==> src/rtl/gpio_pkg.sv <==
package gpio_pkg;
  localparam int BANK_W    = 32;
  localparam int NUM_BANKS = 2;
  localparam int IRQ_W     = 16;
  localparam int ADDR_W    = 4;
  localparam int NUM_REGS  = 14;

  typedef enum logic [ADDR_W-1:0] {
    RA_DIR0 = 4'd0, RA_DIR1 = 4'd1, RA_SEL0 = 4'd2, RA_SEL1 = 4'd3,
    RA_OUT0 = 4'd4, RA_OUT1 = 4'd5, RA_IN0  = 4'd6, RA_IN1  = 4'd7,
    RA_EDGE = 4'd8, RA_HIGH = 4'd9, RA_LOW  = 4'd10, RA_EN  = 4'd11,
    RA_CLR  = 4'd12, RA_PEND = 4'd13
  } regAddr_e;

  typedef struct packed {
    logic [NUM_REGS-1:0] wrHit;
    logic                rdHit;
    logic [ADDR_W-1:0]   rdIdx;
  } busStrobe_t;
endpackage

==> src/rtl/gpio_busDecode.sv <==
module gpio_busDecode
  import gpio_pkg::*;
(
  input  logic              busRd,
  input  logic              busWr,
  input  logic [ADDR_W-1:0] busAddr,
  output busStrobe_t        strobe
);
  always_comb begin
    strobe.wrHit = '0;
    if (busWr && (int'(busAddr) < NUM_REGS))
      strobe.wrHit = NUM_REGS'(1) << busAddr;
    strobe.wrHit[RA_IN0]  = 1'b0;
    strobe.wrHit[RA_IN1]  = 1'b0;
    strobe.wrHit[RA_PEND] = 1'b0;
    strobe.rdHit = busRd;
    strobe.rdIdx = busAddr;
  end
endmodule

==> src/rtl/gpio_pinPath.sv <==
module gpio_pinPath
  import gpio_pkg::*;
#(
  parameter int BankW    = BANK_W,
  parameter int NumBanks = NUM_BANKS,
  parameter int IrqW     = IRQ_W
) (
  input  logic                      clk,
  input  logic                      rstN,
  input  busStrobe_t                strobe,
  input  logic [BankW-1:0]          busWdata,
  output logic [BankW-1:0]          busRdata,
  input  logic [NumBanks*BankW-1:0] pinIn,
  input  logic [NumBanks*BankW-1:0] altOut,
  input  logic [NumBanks*BankW-1:0] altOe,
  output logic [NumBanks*BankW-1:0] pinOut,
  output logic [NumBanks*BankW-1:0] pinOe,
  output logic                      irqOut
);
  localparam int Pins = NumBanks * BankW;

  logic [NumBanks-1:0][BankW-1:0] dirQ, selQ, outQ, syncA, syncB, prevQ;
  logic [IrqW-1:0] edgeQ, highQ, lowQ, enQ, clrQ, pendQ, hitV;
  logic [Pins-1:0] dirF, selF, outF, curF, oldF;

  assign dirF = dirQ;
  assign selF = selQ;
  assign outF = outQ;
  assign curF = syncB;
  assign oldF = prevQ;

  // per-bank control registers
  always_ff @(posedge clk) begin
    if (!rstN) begin
      dirQ <= '0;
      selQ <= '0;
      outQ <= '0;
    end else begin
      for (int b = 0; b < NumBanks; b++) begin
        if (strobe.wrHit[int'(RA_DIR0) + b]) dirQ[b] <= busWdata;
        if (strobe.wrHit[int'(RA_SEL0) + b]) selQ[b] <= busWdata;
        if (strobe.wrHit[int'(RA_OUT0) + b]) outQ[b] <= busWdata;
      end
    end
  end

  // two-flop synchroniser plus history flop for edge detection
  always_ff @(posedge clk) begin
    if (!rstN) begin
      syncA <= '0;
      syncB <= '0;
      prevQ <= '0;
    end else begin
      syncA <= pinIn;
      syncB <= syncA;
      prevQ <= syncB;
    end
  end

  // pad mux
  assign pinOut = (selF & altOut) | (~selF & outF);
  assign pinOe  = (selF & altOe)  | (~selF & dirF);

  // per-pin trigger detectors
  for (genvar i = 0; i < IrqW; i++) begin : gDet
    logic riseV, fallV;
    assign riseV   = curF[i] & ~oldF[i];
    assign fallV   = ~curF[i] & oldF[i];
    assign hitV[i] = edgeQ[i] ? ((highQ[i] & riseV) | (lowQ[i] & fallV))
                              : ((highQ[i] & curF[i]) | (lowQ[i] & ~curF[i]));
  end

  always_ff @(posedge clk) begin
    if (!rstN) begin
      edgeQ <= '0; highQ <= '0; lowQ <= '0;
      enQ   <= '0; clrQ  <= '0; pendQ <= '0;
    end else begin
      if (strobe.wrHit[RA_EDGE]) edgeQ <= busWdata[IrqW-1:0];
      if (strobe.wrHit[RA_HIGH]) highQ <= busWdata[IrqW-1:0];
      if (strobe.wrHit[RA_LOW])  lowQ  <= busWdata[IrqW-1:0];
      if (strobe.wrHit[RA_EN])   enQ   <= busWdata[IrqW-1:0];
      if (strobe.wrHit[RA_CLR])  clrQ  <= busWdata[IrqW-1:0];
      pendQ <= ~clrQ & (pendQ | hitV);
    end
  end

  assign irqOut = |(pendQ & enQ);

  // registered read-back
  always_ff @(posedge clk) begin
    if (!rstN) begin
      busRdata <= '0;
    end else if (strobe.rdHit) begin
      case (strobe.rdIdx)
        RA_DIR0: busRdata <= dirQ[0];
        RA_DIR1: busRdata <= dirQ[NumBanks-1];
        RA_SEL0: busRdata <= selQ[0];
        RA_SEL1: busRdata <= selQ[NumBanks-1];
        RA_OUT0: busRdata <= outQ[0];
        RA_OUT1: busRdata <= outQ[NumBanks-1];
        RA_IN0:  busRdata <= syncB[0];
        RA_IN1:  busRdata <= syncB[NumBanks-1];
        RA_EDGE: busRdata <= BankW'(edgeQ);
        RA_HIGH: busRdata <= BankW'(highQ);
        RA_LOW:  busRdata <= BankW'(lowQ);
        RA_EN:   busRdata <= BankW'(enQ);
        RA_CLR:  busRdata <= BankW'(clrQ);
        RA_PEND: busRdata <= BankW'(pendQ);
        default: busRdata <= '0;
      endcase
    end
  end

  // registers come out of reset at zero
  assert_reset_zero_R1: assert property (@(posedge clk)
    !rstN |=> (dirQ == '0 && selQ == '0 && outQ == '0 && edgeQ == '0 &&
               highQ == '0 && lowQ == '0 && enQ == '0 && clrQ == '0 && pendQ == '0));

  // a held clear bit forces its flag low on the following cycle
  assert_clear_wins_R10: assert property (@(posedge clk) disable iff (!rstN)
    1'b1 |=> ((pendQ & $past(clrQ)) == '0));

  // an uncleared flag never drops
  assert_pend_sticky_R9: assert property (@(posedge clk) disable iff (!rstN)
    1'b1 |=> (($past(pendQ) & ~$past(clrQ) & ~pendQ) == '0));

  // a pin with high and low both zero never raises its flag
  assert_quiet_pin_R8: assert property (@(posedge clk) disable iff (!rstN)
    1'b1 |=> ((pendQ & ~$past(pendQ) & ~$past(highQ | lowQ)) == '0));

  // the request line needs an enabled, pending pin
  assert_irq_gated_R11: assert property (@(posedge clk) disable iff (!rstN)
    irqOut |-> (enQ != '0 && pendQ != '0));
endmodule

==> src/rtl/gpioIrqCtrl.sv <==
module gpioIrqCtrl
  import gpio_pkg::*;
(
  input  logic                        clk,
  input  logic                        rstN,
  input  logic                        busRd,
  input  logic                        busWr,
  input  logic [ADDR_W-1:0]           busAddr,
  input  logic [BANK_W-1:0]           busWdata,
  output logic [BANK_W-1:0]           busRdata,
  input  logic [NUM_BANKS*BANK_W-1:0] pinIn,
  input  logic [NUM_BANKS*BANK_W-1:0] altOut,
  input  logic [NUM_BANKS*BANK_W-1:0] altOe,
  output logic [NUM_BANKS*BANK_W-1:0] pinOut,
  output logic [NUM_BANKS*BANK_W-1:0] pinOe,
  output logic                        irqOut
);
  busStrobe_t strobe;

  gpio_busDecode uDecode (
    .busRd   (busRd),
    .busWr   (busWr),
    .busAddr (busAddr),
    .strobe  (strobe)
  );

  gpio_pinPath #(
    .BankW    (BANK_W),
    .NumBanks (NUM_BANKS),
    .IrqW     (IRQ_W)
  ) uPath (
    .clk      (clk),
    .rstN     (rstN),
    .strobe   (strobe),
    .busWdata (busWdata),
    .busRdata (busRdata),
    .pinIn    (pinIn),
    .altOut   (altOut),
    .altOe    (altOe),
    .pinOut   (pinOut),
    .pinOe    (pinOe),
    .irqOut   (irqOut)
  );
endmodule

==> config.mk <==
export PLATFORM = sky130hd
export DESIGN_NAME = gpioIrqCtrl
export DESIGN_NICKNAME = d
export VERILOG_FILES = /design/src/rtl/gpio_pkg.sv /design/src/rtl/gpio_busDecode.sv /design/src/rtl/gpio_pinPath.sv /design/src/rtl/gpioIrqCtrl.sv
export SDC_FILE = /design/constraint.sdc
export NUM_CORES = 1
export LEC_CHECK = 0
export CAP_MARGIN = 10
export CORE_AREA = 2 2 241 290
export CTS_BUF_LIST = sky130_fd_sc_hd__clkbuf_8
export DETAILED_ROUTE_END_ITERATION = 6
export DIE_AREA = 0 0 243 292
export DONT_BUFFER_PORTS = 1
export SETUP_SLACK_MARGIN = 0.5
export SYNTH_ARGS = -nofsm -noshare
export SYNTH_HDL_FRONTEND = slang
export SYNTH_SLANG_ARGS = --single-unit
==> constraint.sdc <==
create_clock -name clk -period 2.29 [get_ports clk]
set_input_delay 0.458 -clock clk [delete_from_list [all_inputs] [get_ports clk]]
set_output_delay 0.458 -clock clk [all_outputs]
set_load 0.01 [all_outputs]
==> impl_metrics.toml <==
[floorplanning]
io-pin-count = 393
start_util_pct = 29.8
die_w_um = 243
dieHeight_um = 292
rows = 105
core_area_um2 = 68100
die-area_um2 = 71000

[clocking]
cts_max_level = 3
cts_buffers = 78
cts_max_path_buffers = 3
cts-root-buf = "clkbuf_8"
path_clk_slew_ps = 70
cts.sinks = 464
clkLatencyLatePin_ps = 690
tritoncts = "yes"

[critical_path]
critPathLaunchType = "flop"
worstSetupEndpointType = "primary output"
cp_slowest_cell = "dfxtp_4"
crit_start = "uPath.pendQ[2]"
critPathCapture = "irqOut"
reg2reg_to = "uPath.busRdata[30]"
cp_num_buf_inv = 0
crit_type = "flop to primary output"
ff2ff_path_depth = 6
cp_num_cells = 3
crit_arrival_ps = 1820
max_stage_delay_ps = 360
path_max_fanout = 2
required_ps = 1830
critical_path.top_delay_family = "compound AO/OA/AOI/OAI gates"
r2r_setup_slack_ps = 710
cp_cell_sequence = "a22o_1 > a221oi_2 > nand4_1"
reg2reg_from = "uPath.selF[62]"

[logic_synthesis]
synth_common_cells = "550 x nand2_1, 464 x dfxtp_1, 212 x a21boi_0"
ys.flop_type = "dfxtp_1"
syn_inst = 2204
yosysWarnings = 0
yosysSeqAreaShare_pct = 45.8
syn_area_per_cell_um2 = 9.20
synthTopCellsByArea = "dfxtp_1 46%, nand2_1 10%, mux2_2 8.1%"
postSynth.asyncResetShare_pct = 0
ys_types = 48
yosys.area.top_type_share_pct = 45.8
yosys.area.top_type = "dfxtp_1"
synth_most_common_cell = "nand2_1"
syn_area_um2 = 20300
synth_edf_count = 0
synth_seq_cells = 464
synth_nets = 2436

[job]
maxCapViolations = 0

[sta]
finalClockSkew_ps = 43.5
fmax_mhz = 439
rsz0062_at_grt = "yes"
hold_viol_final = 0
setup_violations = 0
slew_viol_final = 0
period_minus_slack_ps = 2280
post-route-period-util_pct = 99.5
relSlewSlack_pct = 26.3
hold_ws_ps = 76.4
tightestPinTransition_ps = 1100

[place]
port_buffers = 0
dpl.hpwl_um = 54800
place.gp.congestion = 0.923
dp.cells = 2991
dpl_cell_area_um2 = 21000

[routing]
drtIter0Drc = 1482
drtAntennaViolNets = 0
wl_um = 83600
dr_wl_met2_um = 40000
first_pass_iters = 7
drcViolationCount = 0
top_layer = "met5"
wl_per_cell_um = 25.1
routed_via_density = 5.28
route.met3.wl_um = 6880
wl_met1_um = 33200
via_count = 17619

[finish]
fin_nets = 2594
instances_no_fill = 3337
syn2layout_area_growth_pct = 25.8
design_area_um2 = 25500
final_layout_size_suffix_gt1_share_pct = 21.0

[power]
powerDensity_nw_per_um2 = 692
power.leakage_nw = 9.13
max-vdd-ir-drop_v = 0.000472

[grt]
grt_pass1_wl_um = 120000
grt_max_degree = 125
antenna_found_initial = 17
track_usage_pct = 22.7
first_global_vias = 17537
grt_overflow = 0

[hold_path]
worst_hold_path_type = "input pin to flop"

[run_status]
outcome = "complete, no violations"
==> worst reg2reg max path, cell delays in order (launching register included) <==
cell and delay [ps]:
dfxtp_4 360, buf_4 140, mux2_2 280, a221oi_2 210, a21oi_1 70, a311oi_1 250, o21ai_1 110
==> power by group <==
group	internal [W]	switching [W]	leakage, nW
clock	0.00443	0.00365	0.950
sequential	0.00819	0.000145	3.83
combinational	0.000562	0.000670	4.36
==> metrics by stage <==
step / power (W) / util, % / setup TNS [ps] / worst slack (ps)
final: 0.0176 / 37.5 / 0 / 12.5
after global placement: 0.00932 / 30.9 / 0 / 139
after detailed placement: 0.00933 / 30.9 / 0 / 131
after CTS: 0.0178 / 37.3 / -23.9 / -23.9
after global routing: 0.0182 / 37.5 / -55.3 / -55.3
after floorplan: 0.00924 / - / 0 / 560
==> flip-flops by register name, summed over array words and instances (netlist names) <==
| signal | count |
|---|---|
| uPath.curF | 64 |
| uPath.dirF | 64 |
| uPath.outF | 64 |
| uPath.selF | 64 |
| uPath.syncA | 64 |
| uPath.busRdata | 32 |
| uPath.clrQ | 16 |
| uPath.edgeQ | 16 |
| uPath.enQ | 16 |
| uPath.highQ | 16 |
| uPath.lowQ | 16 |
| uPath.oldF | 16 |
| uPath.pendQ | 16 |
==> timing repair <==
action	in CTS	in global routing
pin swaps	3	2
resized for setup	266	7
hold buffers	140	1
endpoints found under the setup margin	129	131
buffers inserted	52	7
hold endpoints to repair	373	1
==> how the worst min path moves through the flow <==
stage / cells past startpoint / start / endpoint / slack, ps
final: 3 / busRd / uPath.busRdata[4] / 80
after global routing: 2 / busAddr[2] / uPath.busRdata[26] / 50
after CTS: 2 / busAddr[0] / uPath.busRdata[29] / 0.6
after detailed placement: 1 / uPath.syncA[14] / uPath.curF[14] / 420
after global placement: 1 / uPath.syncA[59] / uPath.curF[59] / 410
after floorplan: 1 / uPath.syncA[14] / uPath.curF[14] / 410
==> cells by family after synthesis <==
group           share of synthesized area (%)
compound gates                           17.6
xor+xnor                                0.691
buf+inv                                  4.38
flops                                    45.8
mux                                      12.6
simple gates                             18.9
==> cells in the final DEF, fill, tap and decap left out, types with 6 or more instances in the layout <==
cell type and instances:
a21boi_0 212, a21boi_1 44, a21oi_1 36, a221oi_1 8, a22o_1 10, a22oi_1 99
and2_1 146, buf_12 9, buf_4 102, clkbuf_8 107, clkinv_2 11, dfxtp_1 389
dfxtp_2 10, dfxtp_4 65, diode_2 7, dlygate4sd3_1 135, inv_1 16, mux2_2 17
mux2_4 128, mux2i_1 66, mux4_2 12, nand2_1 550, nand3_1 8, nand3_2 6
nor2_1 39, nor2b_1 21, nor3b_1 18, nor4_1 15, o21ai_0 16, o221ai_1 17
o22ai_1 31, xnor2_1 16
==> per-layer routing <==
| layer | GRT usage (%) | up-vias |
|---|---|---|
| met5 | 0 | - |
| li1 | - | 7892 |
| met4 | 9.31 | 16 |
| met1 | 27.2 | 8636 |
| met2 | 38.2 | 860 |
| met3 | 6.43 | 215 |
==> area by class of cell <==
class,instances,area (um^2)
antenna,7,17.5
clock buffer,107,1470
clock inverter,32,249
fill,6780,42500
inverter,2,7.51
multi-input combinational,1566,10700
sequential,464,9550
tap,909,1140
timing repair buffer,250,2410
(Power assumes the default switching activity.)
